## src/rtl/pft_pkg.sv

```systemverilog
package pft_pkg;

  localparam int FRAME_MAX    = 512;
  localparam int IDX_W        = $clog2(FRAME_MAX);
  localparam int LEN_W        = IDX_W + 1;
  localparam int CODE_W       = 3;
  localparam int DLY_W        = 2;
  localparam int PCM_MIN_LOG2 = 3;
  localparam int PCM_TOP_CODE = 5;

  typedef struct packed {
    logic              tdm;
    logic [CODE_W-1:0] code;
    logic [IDX_W-1:0]  tdm_m1;
    logic              int_sync;
    logic              long_sync;
    logic              inv;
    logic [DLY_W-1:0]  dly;
  } frame_cfg_t;

  localparam frame_cfg_t CFG_RESET = '{
    tdm:       1'b0,
    code:      CODE_W'(2),
    tdm_m1:    IDX_W'(31),
    int_sync:  1'b0,
    long_sync: 1'b0,
    inv:       1'b0,
    dly:       DLY_W'(2)
  };

  // Frame length in bit clocks for a configuration.
  function automatic logic [LEN_W-1:0] frame_len(input frame_cfg_t c);
    logic [CODE_W-1:0] k;
    if (c.tdm) begin
      return LEN_W'(c.tdm_m1) + LEN_W'(1);
    end
    k = (c.code > CODE_W'(PCM_TOP_CODE)) ? CODE_W'(PCM_TOP_CODE) : c.code;
    return LEN_W'(1) << (int'(k) + PCM_MIN_LOG2);
  endfunction

  // Bit index holding the first data bit for a delay code.
  function automatic logic [IDX_W-1:0] data_ofs(input logic [DLY_W-1:0] d);
    case (d)
      DLY_W'(0): return IDX_W'(2);
      DLY_W'(1): return IDX_W'(1);
      default:   return IDX_W'(0);
    endcase
  endfunction

endpackage

```

## src/rtl/pft_rst_sync.sv

```systemverilog
module pft_rst_sync #(
  parameter int STAGES = 2
) (
  input  logic clk,
  input  logic rst_n,
  output logic rst_s_n
);

  logic [STAGES-1:0] stage_q;

  generate
    for (genvar i = 0; i < STAGES; i++) begin : g_stage
      if (i == 0) begin : g_first
        always_ff @(posedge clk or negedge rst_n) begin
          if (!rst_n) stage_q[0] <= 1'b0;
          else        stage_q[0] <= 1'b1;
        end
      end else begin : g_next
        always_ff @(posedge clk or negedge rst_n) begin
          if (!rst_n) stage_q[i] <= 1'b0;
          else        stage_q[i] <= stage_q[i-1];
        end
      end
    end
  endgenerate

  assign rst_s_n = stage_q[STAGES-1];

endmodule

```

## src/rtl/pft_cfg_shadow.sv

```systemverilog
module pft_cfg_shadow
  import pft_pkg::*;
(
  input  logic             clk,
  input  logic             rst_n,
  input  logic             cap_en,
  input  frame_cfg_t       cfg_in,
  output frame_cfg_t       act,
  output logic [LEN_W-1:0] len,
  output logic [LEN_W-1:0] half,
  output logic [IDX_W-1:0] dofs
);

  frame_cfg_t act_q, act_d;

  always_comb begin
    act_d = act_q;
    if (cap_en) act_d = cfg_in;
  end

  always_ff @(posedge clk or negedge rst_n) begin
    if (!rst_n) act_q <= CFG_RESET;
    else        act_q <= act_d;
  end

  assign act  = act_q;
  assign len  = frame_len(act_q);
  assign half = len >> 1;
  assign dofs = data_ofs(act_q.dly);

endmodule

```

## src/rtl/pft_sync_detect.sv

```systemverilog
module pft_sync_detect (
  input  logic clk,
  input  logic rst_n,
  input  logic bclk_en,
  input  logic sync_in,
  input  logic flip,
  output logic edge_hit
);

  logic lvl;
  logic prev_q, prev_d;

  assign lvl = sync_in ^ flip;

  always_comb begin
    prev_d = prev_q;
    if (bclk_en) prev_d = lvl;
  end

  always_ff @(posedge clk or negedge rst_n) begin
    if (!rst_n) prev_q <= 1'b0;
    else        prev_q <= prev_d;
  end

  assign edge_hit = bclk_en & lvl & ~prev_q;

endmodule

```

## src/rtl/pft_counter.sv

```systemverilog
module pft_counter
  import pft_pkg::*;
(
  input  logic             clk,
  input  logic             rst_n,
  input  logic             bclk_en,
  input  logic             ext,
  input  logic             edge_hit,
  input  logic [LEN_W-1:0] len,
  output logic [IDX_W-1:0] cnt,
  output logic             started,
  output logic             err,
  output logic             cap_en
);

  logic [IDX_W-1:0] cnt_q, cnt_d;
  logic             run_q, run_d;
  logic             err_q, err_d;
  logic             at_last;
  logic             load0;

  assign at_last = run_q & ({1'b0, cnt_q} == (len - LEN_W'(1)));

  always_comb begin
    load0 = 1'b0;
    if (bclk_en) begin
      if (!run_q) load0 = ~ext | edge_hit;
      else        load0 = at_last | (ext & edge_hit);
    end
  end

  always_comb begin
    cnt_d = cnt_q;
    run_d = run_q;
    err_d = err_q;
    if (load0) begin
      cnt_d = '0;
      run_d = 1'b1;
    end else if (bclk_en && run_q) begin
      cnt_d = cnt_q + IDX_W'(1);
    end
    if (bclk_en && run_q && ext && edge_hit && !at_last) err_d = 1'b1;
  end

  always_ff @(posedge clk or negedge rst_n) begin
    if (!rst_n) begin
      cnt_q <= '0;
      run_q <= 1'b0;
      err_q <= 1'b0;
    end else begin
      cnt_q <= cnt_d;
      run_q <= run_d;
      err_q <= err_d;
    end
  end

  assign cnt     = cnt_q;
  assign started = run_q;
  assign err     = err_q;
  assign cap_en  = ~run_q | load0;

endmodule

```

## src/rtl/pcm_frame_timer.sv

```systemverilog
module pcm_frame_timer
  import pft_pkg::*;
#(
  parameter int RST_STAGES = 2
) (
  input  logic              clk,
  input  logic              rst_n,
  input  logic              bclk_en,
  input  logic              cfg_tdm,
  input  logic [CODE_W-1:0] cfg_pcm_code,
  input  logic [IDX_W-1:0]  cfg_tdm_len_m1,
  input  logic              cfg_int_sync,
  input  logic              cfg_long_sync,
  input  logic [DLY_W-1:0]  cfg_delay,
  input  logic              cfg_long_inv,
  input  logic              sync_in,
  output logic [IDX_W-1:0]  bit_idx,
  output logic              frame_start,
  output logic              data_start,
  output logic              sync_out,
  output logic              sync_err
);

  logic             rst_s_n;
  frame_cfg_t       cfg_in;
  frame_cfg_t       act;
  logic [LEN_W-1:0] act_len;
  logic [LEN_W-1:0] act_half;
  logic [IDX_W-1:0] act_dofs;
  logic             act_ext;
  logic             act_long;
  logic             flip;
  logic             edge_hit;
  logic [IDX_W-1:0] cnt;
  logic             started;
  logic             cap_en;
  logic             err;
  logic             lvl;

  pft_rst_sync #(.STAGES(RST_STAGES)) u_rst (
    .clk     (clk),
    .rst_n   (rst_n),
    .rst_s_n (rst_s_n)
  );

  always_comb begin
    cfg_in.tdm       = cfg_tdm;
    cfg_in.code      = cfg_pcm_code;
    cfg_in.tdm_m1    = cfg_tdm_len_m1;
    cfg_in.int_sync  = cfg_int_sync;
    cfg_in.long_sync = cfg_long_sync;
    cfg_in.inv       = cfg_long_inv;
    cfg_in.dly       = cfg_delay;
  end

  pft_cfg_shadow u_cfg (
    .clk    (clk),
    .rst_n  (rst_s_n),
    .cap_en (cap_en),
    .cfg_in (cfg_in),
    .act    (act),
    .len    (act_len),
    .half   (act_half),
    .dofs   (act_dofs)
  );

  assign act_ext  = ~act.int_sync;
  assign act_long = act.long_sync;
  assign flip     = act.long_sync & act.inv;

  pft_sync_detect u_det (
    .clk      (clk),
    .rst_n    (rst_s_n),
    .bclk_en  (bclk_en),
    .sync_in  (sync_in),
    .flip     (flip),
    .edge_hit (edge_hit)
  );

  pft_counter u_cnt (
    .clk      (clk),
    .rst_n    (rst_s_n),
    .bclk_en  (bclk_en),
    .ext      (act_ext),
    .edge_hit (edge_hit),
    .len      (act_len),
    .cnt      (cnt),
    .started  (started),
    .err      (err),
    .cap_en   (cap_en)
  );

  always_comb begin
    if (act_long) lvl = ({1'b0, cnt} < act_half);
    else          lvl = (cnt == '0);
  end

  assign bit_idx     = cnt;
  assign frame_start = started & (cnt == '0);
  assign data_start  = started & (cnt == act_dofs);
  assign sync_out    = started & (lvl ^ flip);
  assign sync_err    = err;

endmodule

```

## config.mk

```make
export PLATFORM = sky130hd
export DESIGN_NAME = pcm_frame_timer
export DESIGN_NICKNAME = d
export VERILOG_FILES = /design/src/rtl/pft_pkg.sv /design/src/rtl/pft_rst_sync.sv /design/src/rtl/pft_cfg_shadow.sv /design/src/rtl/pft_sync_detect.sv /design/src/rtl/pft_counter.sv /design/src/rtl/pcm_frame_timer.sv
export SDC_FILE = /design/constraint.sdc
export NUM_CORES = 1
export LEC_CHECK = 0
export BUFFER_PORTS_ARGS = -buffer_cell sky130_fd_sc_hd__buf_2
export CAP_MARGIN = 15
export CORE_MARGIN = 4
export CORE_UTILIZATION = 46
export CTS_CLUSTER_SIZE = 12
export DETAILED_ROUTE_END_ITERATION = 12
export PLACE_DENSITY_LB_ADDON = 0.2
export REMOVE_ABC_BUFFERS = 1
export SLEW_MARGIN = 20
export SYNTH_ARGS = -nofsm -noshare
export SYNTH_HDL_FRONTEND = slang
export SYNTH_SLANG_ARGS = --single-unit
```

## constraint.sdc

```tcl
create_clock -name clk -period 3.74 [get_ports clk]
set_input_delay 0.374 -clock clk [delete_from_list [all_inputs] [get_ports clk]]
set_output_delay 0.374 -clock clk [all_outputs]
set_load 0.01 [all_outputs]
```

==> results.rst, run 1 <==
.. list-table::
   :header-rows: 1

   * - Metric
     - Value
   * - Warnings from Yosys
     - 0
   * - Most used standard cells in the synthesized netlist
     - sky130_fd_sc_hd__dfrtp_1, sky130_fd_sc_hd__nor2_1, sky130_fd_sc_hd__nand2_1
   * - RePlAce Congestion
     - between 0.8 and 0.9
   * - Count of H-tree levels built during CTS
     - 2
   * - Most frequent cell after synthesis
     - sky130_fd_sc_hd__dfrtp_1
   * - Fill count
     - 460
   * - Cell area after layout
     - 2880 um^2
   * - Part of the cycle the worst path needs
     - 0.957
   * - Total routed wirelength
     - roughly 5900 um
   * - Worst setup path startpoint
     - u_cfg.act[6]
   * - Start of the worst register-to-register path
     - u_cfg.act[6]
   * - Number of top-level pins
     - 35
   * - Antenna diode count
     - 0
   * - GRT overflow
     - 0
   * - Kind of capture point of the worst setup path
     - output pin
   * - Nets@finish
     - 328
   * - Footprint of the multi-input gates
     - roughly 1600 um^2
   * - Proportion of layout cells with a drive suffix above 1
     - 0.319
   * - Sink count of the clock tree
     - 32
   * - Clock tree skew after final layout
     - between 9 and 10 ps
   * - Timing-limited maximum frequency
     - roughly 0.28 GHz
   * - Setup repair after global routing missed its margin
     - no
   * - Routed length per instance
     - about 16 um
   * - Total setup violations reported at the end of the flow
     - 0
   * - GRT Overall Usage
     - 0.196
   * - Max_slew headroom
     - 0.525
   * - Cell area after synthesis
     - between 2000 and 2500 um^2
   * - Power per cell area
     - roughly 940 nW/um^2
   * - Num CTS Buffers
     - 5
   * - Number of placement rows
     - 26
   * - Slack of the worst reg-to-reg path
     - between 150 and 200 ps
   * - Required time at the worst-slack endpoint
     - between 3000 and 4000 ps
   * - Async S/R FF share, synth
     - 1.00
   * - Final Hold Fails
     - 0
   * - Slew of the pin with the lowest slew margin
     - about 700 ps
   * - Clock insertion delay at the later pin of the skew report
     - 290 ps
   * - Number of synthesized register bits
     - 32
   * - Maximum number of pins on one net before global-route repair
     - 20
   * - Post-detailed-route via-to-cell ratio
     - 5.63
   * - Clk pin slew, worst setup/hold paths
     - approximately 70 ps
   * - Max-Cap Viols
     - 0
   * - Area growth from synthesis to final layout
     - 16.3%
   * - Arrival time at the worst endpoint
     - around 3200 ps
   * - Post-synthesis area per instance
     - slightly below 10 um^2
   * - Buffers added on ports
     - 34
   * - Die width
     - roughly 81 um
   * - Vias in the first global route
     - around 2000
   * - Min-Delay Path Class
     - flip-flop to asynchronous set/reset pin
   * - Initial antenna violation count
     - 0
   * - Count of flip-flops with a built-in enable after synthesis
     - 0
   * - Crit path time final
     - between 3000 and 4000 ps
   * - Drc violations
     - 0
   * - Antenna-violating nets left
     - 0
   * - Area fraction of the dominant cell type after synthesis
     - 0.253
   * - Final worst hold slack
     - just over 200 ps
   * - Die area
     - 6610 um^2
   * - Effective utilization at floorplan
     - 0.478
   * - Library cell used as clock root buffer
     - sky130_fd_sc_hd__clkbuf_8
   * - Vias
     - 2055
   * - Wire length of the first global-routing pass
     - roughly 10000 um
   * - Area of placed instances
     - about 2700 um^2
   * - Sequential cell area fraction in the yosys report
     - 0.327
   * - Total Negative Setup Slacks
     - 0 ps
   * - Vertical die dimension
     - 81.3 um
   * - Ranking of synthesized cells by area
     - sky130_fd_sc_hd__dfrtp_1, sky130_fd_sc_hd__dfstp_2, sky130_fd_sc_hd__ha_1, sky130_fd_sc_hd__mux2_4, sky130_fd_sc_hd__mux2_2
   * - Most used flip-flop cell after synthesis
     - sky130_fd_sc_hd__dfrtp_1
   * - Result of the run
     - finished, final reports clean
   * - 1st-pass router iterations
     - 4
   * - Instance count of the mapped netlist
     - between 200 and 300
   * - Footprint of the flip-flops and latches
     - 810 um^2
   * - Power consumption
     - between 2 and 3 mW
   * - Path depth of the worst reg2reg path
     - 12
   * - Final Max Slew Viols
     - 0
   * - Static leakage
     - between 1 and 1.5 nW
   * - Unique cell type count in the Yosys netlist
     - 66
   * - CP startpoint kind
     - flip-flop
   * - Biggest area consumer among synthesized cells
     - sky130_fd_sc_hd__dfrtp_1
   * - Post-detail-place hpwl
     - around 4500 um
   * - Placeable core region
     - roughly 5200 um^2
   * - Worst VDD drop
     - ~0.0004 V
   * - CTS Buffer Depth
     - 2
   * - Number of design-rule violations left by the first detailed-router iteration
     - 175
   * - TritonCTS clock tree
     - built
   * - Crit path max fanout
     - 7
   * - Worst Path Class, Setup
     - flip-flop to output pin
[metal layers]
metal	wire length (um)	vias up	global-route usage
met1	2980	979	0.292
li1	-	1011	-
met2	2590	60	0.296
met5	0	-	0
met4	49	0	0.0439
met3	291	5	0.0310
[path summary, 6_finish.rpt]
check | end
min in group clk | u_det.prev_q
min | u_cfg.act[12]
max | sync_out
min reg2reg | u_cfg.act[12]
max reg2reg | u_cfg.act[17]
max in group asynchronous | u_cfg.act[1]
[flip-flops by register name (all words and copies together), names as in the netlist]
signal and cells:
u_cnt.cnt 9, u_cnt.err 1, u_cnt.started 1, u_rst.rst_s_n 1, u_cfg.act 18, u_det.prev_q 1, u_rst.stage_q 1
[repair_timing]
| item | CTS | global route |
|---|---|---|
| endpoints found under the hold margin | 2 | 0 |
| pin swaps | 0 | 1 |
| buffers inserted | 0 | 3 |
| gates resized for setup | 1 | 6 |
| hold buffers | 1 | 0 |
| endpoints found under the setup margin | 1 | 17 |
[through the flow]
stage	setup WS, ps	std cells	util
floorplan	235	243	-
global placement	248	353	0.526
detailed placement	204	353	0.526
CTS	6.85	362	0.547
global route	1.89	365	0.556
finish	162	365	0.556
[cell type report]
type                    instances  share of cell area
repair buffers                 44              0.0905
clock buffers                   8              0.0313
well taps                      70              0.0304
inverters                       9              0.0117
flip-flops and latches         32               0.281
multi-input cells             202               0.555
[critical path, stage by stage, from the launching register on]
cell	delay [ps]
sky130_fd_sc_hd__dfstp_2	600
sky130_fd_sc_hd__ha_4	190
sky130_fd_sc_hd__and3_1	210
sky130_fd_sc_hd__mux2_2	370
sky130_fd_sc_hd__a21oi_1	240
sky130_fd_sc_hd__ha_1	280
sky130_fd_sc_hd__a21o_1	150
sky130_fd_sc_hd__a21o_1	170
sky130_fd_sc_hd__a21oi_1	140
sky130_fd_sc_hd__o21ai_1	110
sky130_fd_sc_hd__xor2_1	160
sky130_fd_sc_hd__o32ai_1	110
sky130_fd_sc_hd__buf_2	170
[cell usage in the layout (no fill, tap or decap), drive strengths merged, types with 8 or more instances in the layout]
cell,instances
buf,43
dfrtp,25
mux2,19
nor2,18
nand2,16
nor3,12
xnor2,12
ha,12
a21oi,11
xor2,11
inv,9
clkbuf,8
o21ai,8
[logic make-up (layout without fill, tap and decap cells)]
| logic type | after synthesis | count (layout) | synth area share |
|---|---|---|---|
| XOR/XNOR | 23 | 23 | 0.0814 |
| other | 1 | 1 | 0.00152 |
| AO/OA/AOI/OAI | 48 | 48 | 0.154 |
| adder cells (fa/ha/maj) | 12 | 12 | 0.0607 |
| buffers and inverters | 20 | 61 | 0.0415 |
| flip-flops | 32 | 32 | 0.327 |
| multiplexers | 22 | 22 | 0.112 |
| AND/OR/NAND/NOR | 96 | 96 | 0.221 |
[report_power, final]
group          total (mW)  internal [mW]  switching [mW]
registers           0.756          0.515           0.242
clock network       0.284          0.150           0.133
logic                1.66          0.815           0.847
Note: power is estimated with default switching activity, not from simulation.
==> inputs of run 2 (changes only) <==
--- a/config.mk
+++ b/config.mk
@@ -12,8 +12,8 @@
 export CTS_CLUSTER_SIZE = 12
 export DETAILED_ROUTE_END_ITERATION = 12
 export PLACE_DENSITY_LB_ADDON = 0.2
-export REMOVE_ABC_BUFFERS = 1
 export SLEW_MARGIN = 20
 export SYNTH_ARGS = -nofsm -noshare
 export SYNTH_HDL_FRONTEND = slang
+export SYNTH_HIERARCHICAL = 1
 export SYNTH_SLANG_ARGS = --single-unit
==> run 2 against run 1 <==
Sequential share of layout area increased by 1.4 points. Fmax increased by 1.5%. Highest routed layer unchanged. Largest power group unchanged. Design area decreased by 4.5%.
==> results.rst, run 2 <==
.. list-table::
   :header-rows: 1

   * - Metric
     - Value
   * - Cell area after layout
     - around 2700 um^2
   * - Slew of the pin with the lowest slew margin
     - 615 ps
   * - Die area
     - 6560 um^2
   * - Most frequent cells in the layout
     - sky130_fd_sc_hd__buf_2, sky130_fd_sc_hd__dfrtp_1, sky130_fd_sc_hd__xnor2_1, sky130_fd_sc_hd__nand2_1, sky130_fd_sc_hd__nor2_1
   * - Post-detail-place hpwl
     - between 3000 and 4000 um
   * - Biggest area consumer among synthesized cells
     - sky130_fd_sc_hd__dfrtp_1
   * - Part of the cycle the worst path needs
     - 0.943
   * - Num CTS Buffers
     - 5
   * - Library cell used as clock root buffer
     - sky130_fd_sc_hd__clkbuf_8
   * - Number of buffers and inverters on the critical path
     - 2
   * - Most common cell after layout, fill and taps aside
     - sky130_fd_sc_hd__buf_2
   * - Required time at the worst-slack endpoint
     - 3910 ps
   * - Buffers added on ports
     - 34
   * - Ranking of synthesized cells by area
     - sky130_fd_sc_hd__dfrtp_1, sky130_fd_sc_hd__mux2_2, sky130_fd_sc_hd__dfstp_2, sky130_fd_sc_hd__xnor2_1, sky130_fd_sc_hd__ha_1
   * - Area fraction of the dominant cell type after synthesis
     - 0.255
   * - Total setup violations reported at the end of the flow
     - 0
   * - CP startpoint kind
     - flip-flop
   * - Crit path time final
     - roughly 3500 ps
   * - Routed length per instance
     - approximately 14 um
   * - Start of the worst register-to-register path
     - u_cfg/act[5]
   * - Total Negative Setup Slacks
     - 0 ps
   * - Power per cell area
     - roughly 940 nW/um^2
   * - Placeable core region
     - a little over 5000 um^2
   * - Vias
     - around 1900
   * - Number of top-level pins
     - 35
   * - Initial antenna violation count
     - 0
   * - Worst setup path startpoint
     - u_cfg/act[5]
   * - Wire length of the first global-routing pass
     - 9060 um
   * - Final Max Slew Viols
     - 0
   * - Area of placed instances
     - 2630 um^2
   * - Result of the run
     - finished, final reports clean
   * - Number of synthesized register bits
     - 32
   * - Cell area after synthesis
     - around 2400 um^2
   * - Most frequent cell after synthesis
     - sky130_fd_sc_hd__dfrtp_1
   * - Min-Delay Path Class
     - flip-flop to asynchronous set/reset pin
   * - Nets@finish
     - around 330
   * - Number of design-rule violations left by the first detailed-router iteration
     - about 190
   * - Worst stage delay on the critical path
     - 570 ps
   * - Post-detailed-route via-to-cell ratio
     - 5.27
   * - Final Hold Fails
     - 0
   * - Static leakage
     - 1.18 nW
   * - GRT Overall Usage
     - 0.182
   * - Sink count of the clock tree
     - 32
   * - Die width
     - about 80 um
   * - Cell family with the largest share of critical-path delay
     - compound AO/OA/AOI/OAI gates
   * - Crit path max fanout
     - 19
   * - Total routed wirelength
     - approximately 5200 um
   * - Power consumption
     - between 2 and 3 mW
   * - Clk pin slew, worst setup/hold paths
     - roughly 70 ps
   * - RePlAce Congestion
     - between 0.8 and 0.9
   * - Effective utilization at floorplan
     - 0.477
   * - Critical Path Most Common Cell
     - sky130_fd_sc_hd__nand2_1
   * - Vertical die dimension
     - 81.0 um
   * - Worst Path Class, Setup
     - flip-flop to flip-flop
   * - Maximum number of pins on one net before global-route repair
     - 20
   * - Area growth from synthesis to final layout
     - 12.1%
   * - Async S/R FF share, synth
     - 1.00
   * - Path depth of the worst reg2reg path
     - 13
   * - Final worst hold slack
     - about 220 ps
   * - Worst reg2reg endpoint
     - u_cfg/act[4]
   * - Max-Cap Viols
     - 0
   * - GRT overflow
     - 0
   * - Count of H-tree levels built during CTS
     - 2
   * - Antenna-violating nets left
     - 0
   * - Proportion of layout cells with a drive suffix above 1
     - 0.302
   * - Kind of capture point of the worst setup path
     - flip-flop
   * - Count of flip-flops with a built-in enable after synthesis
     - 0
   * - Crit-path cells
     - ha_2 > inv_1 > or4_1 > o211ai_1 > nor3_1 > a221o_2 > nand2_1 > a41oi_1 > o41ai_4 > nand2_1 > nand2_1 > buf_12 > mux2_2
   * - Unique cell type count in the Yosys netlist
     - 55
   * - Slowest cell on the critical path
     - sky130_fd_sc_hd__dfstp_2
   * - Sequential cell area fraction in the yosys report
     - 0.330
   * - Max reg flops
     - 18
   * - Arrival time at the worst endpoint
     - between 3000 and 4000 ps
   * - Instance count of the mapped netlist
     - 262
   * - Number of placement rows
     - 26
   * - Warnings from Yosys
     - 6
   * - Clock insertion delay at the later pin of the skew report
     - approximately 290 ps
   * - Final standard cell utilization of the core
     - 0.534
   * - Drc violations
     - 0
   * - Clock tree skew after final layout
     - around 7.4 ps
   * - Setup repair after global routing missed its margin
     - no
   * - Post-synthesis area per instance
     - 9.35 um^2
   * - Cell depth of the worst setup path
     - 13
   * - Most used flip-flop cell after synthesis
     - sky130_fd_sc_hd__dfrtp_1
   * - Antenna diode count
     - 0
   * - Most used standard cells in the synthesized netlist
     - sky130_fd_sc_hd__dfrtp_1, sky130_fd_sc_hd__nand2_1, sky130_fd_sc_hd__xnor2_1, sky130_fd_sc_hd__nor2_1, sky130_fd_sc_hd__buf_4
   * - CTS Buffer Depth
     - 2
   * - Critical path destination
     - u_cfg/act[4]
   * - Worst VDD drop
     - 0.000451 V
   * - Max_slew headroom
     - 0.587
   * - Slack of the worst reg-to-reg path
     - around 210 ps
   * - 1st-pass router iterations
     - 4
   * - Vias in the first global route
     - ~1800
   * - Timing-limited maximum frequency
     - about 0.28 GHz
   * - TritonCTS clock tree
     - built
## run 2: area by class of cell
| type | count | area [um^2] |
|---|---|---|
| Fill cell | 505 | 2390 |
| Multi-Input combinational cell | 198 | 1460 |
| Sequential cell | 32 | 811 |
| Timing Repair Buffer | 40 | 230 |
| Tap cell | 70 | 87.6 |
| Clock buffer | 6 | 82.6 |
| Inverter | 17 | 63.8 |
| Clock inverter | 2 | 15.0 |
## run 2: where the power goes
part / internal [mW] / total (mW) / switching [mW]
sequential: 0.524 / 0.783 / 0.259
clock: 0.149 / 0.286 / 0.138
combinational: 0.746 / 1.50 / 0.758
total: 1.42 / 2.57 / 1.15
## run 2: what timing repair did
item                       4_1_cts  5_1_grt
setup endpoints to repair        0       14
hold buffers                     1        0
setup buffers                    0        0
hold endpoints to repair         2        0
gates resized for setup          0        3
## run 2: through the flow
| stage | worst slack, ps | instances |
|---|---|---|
| global route | 23.5 | 365 |
| floorplan | 67.6 | 269 |
| finish | 214 | 365 |
| global placement | 268 | 356 |
| detailed placement | 202 | 356 |
| CTS | 182 | 365 |
## run 2: worst min path at each step
stage                  start                to  slack, ps  depth (start not counted)
6_report       u_rst/rst_s_n     u_cfg/act[11]        220                          0
5_1_grt        u_rst/rst_s_n     u_cfg/act[11]        270                          0
4_1_cts        u_rst/rst_s_n     u_cfg/act[11]        250                          0
3_5_place_dp           rst_n     u_rst/rst_s_n        170                          1
3_3_place_gp           rst_n  u_rst/stage_q[0]        160                          1
2_1_floorplan          rst_n     u_rst/rst_s_n         80                          0
## run 2: per-layer routing
metal	global-route usage	vias up	wire length [um]
met1	0.264	895	2530
met4	0.0574	0	43
met3	0.0477	6	320
li1	-	969	-
met5	0	-	0
met2	0.262	53	2330
## run 2: cell families after synthesis
kind of cell,Yosys count,share of synthesized area
AOI/OAI and AO/OA,40,0.124
xor gates and xnor gates,29,0.104
adders and majority gates,11,0.0562
buffers and inverters,39,0.0889
DFF,32,0.330
muxes,17,0.0781
other,2,0.00307
and+or+nand+nor,92,0.216
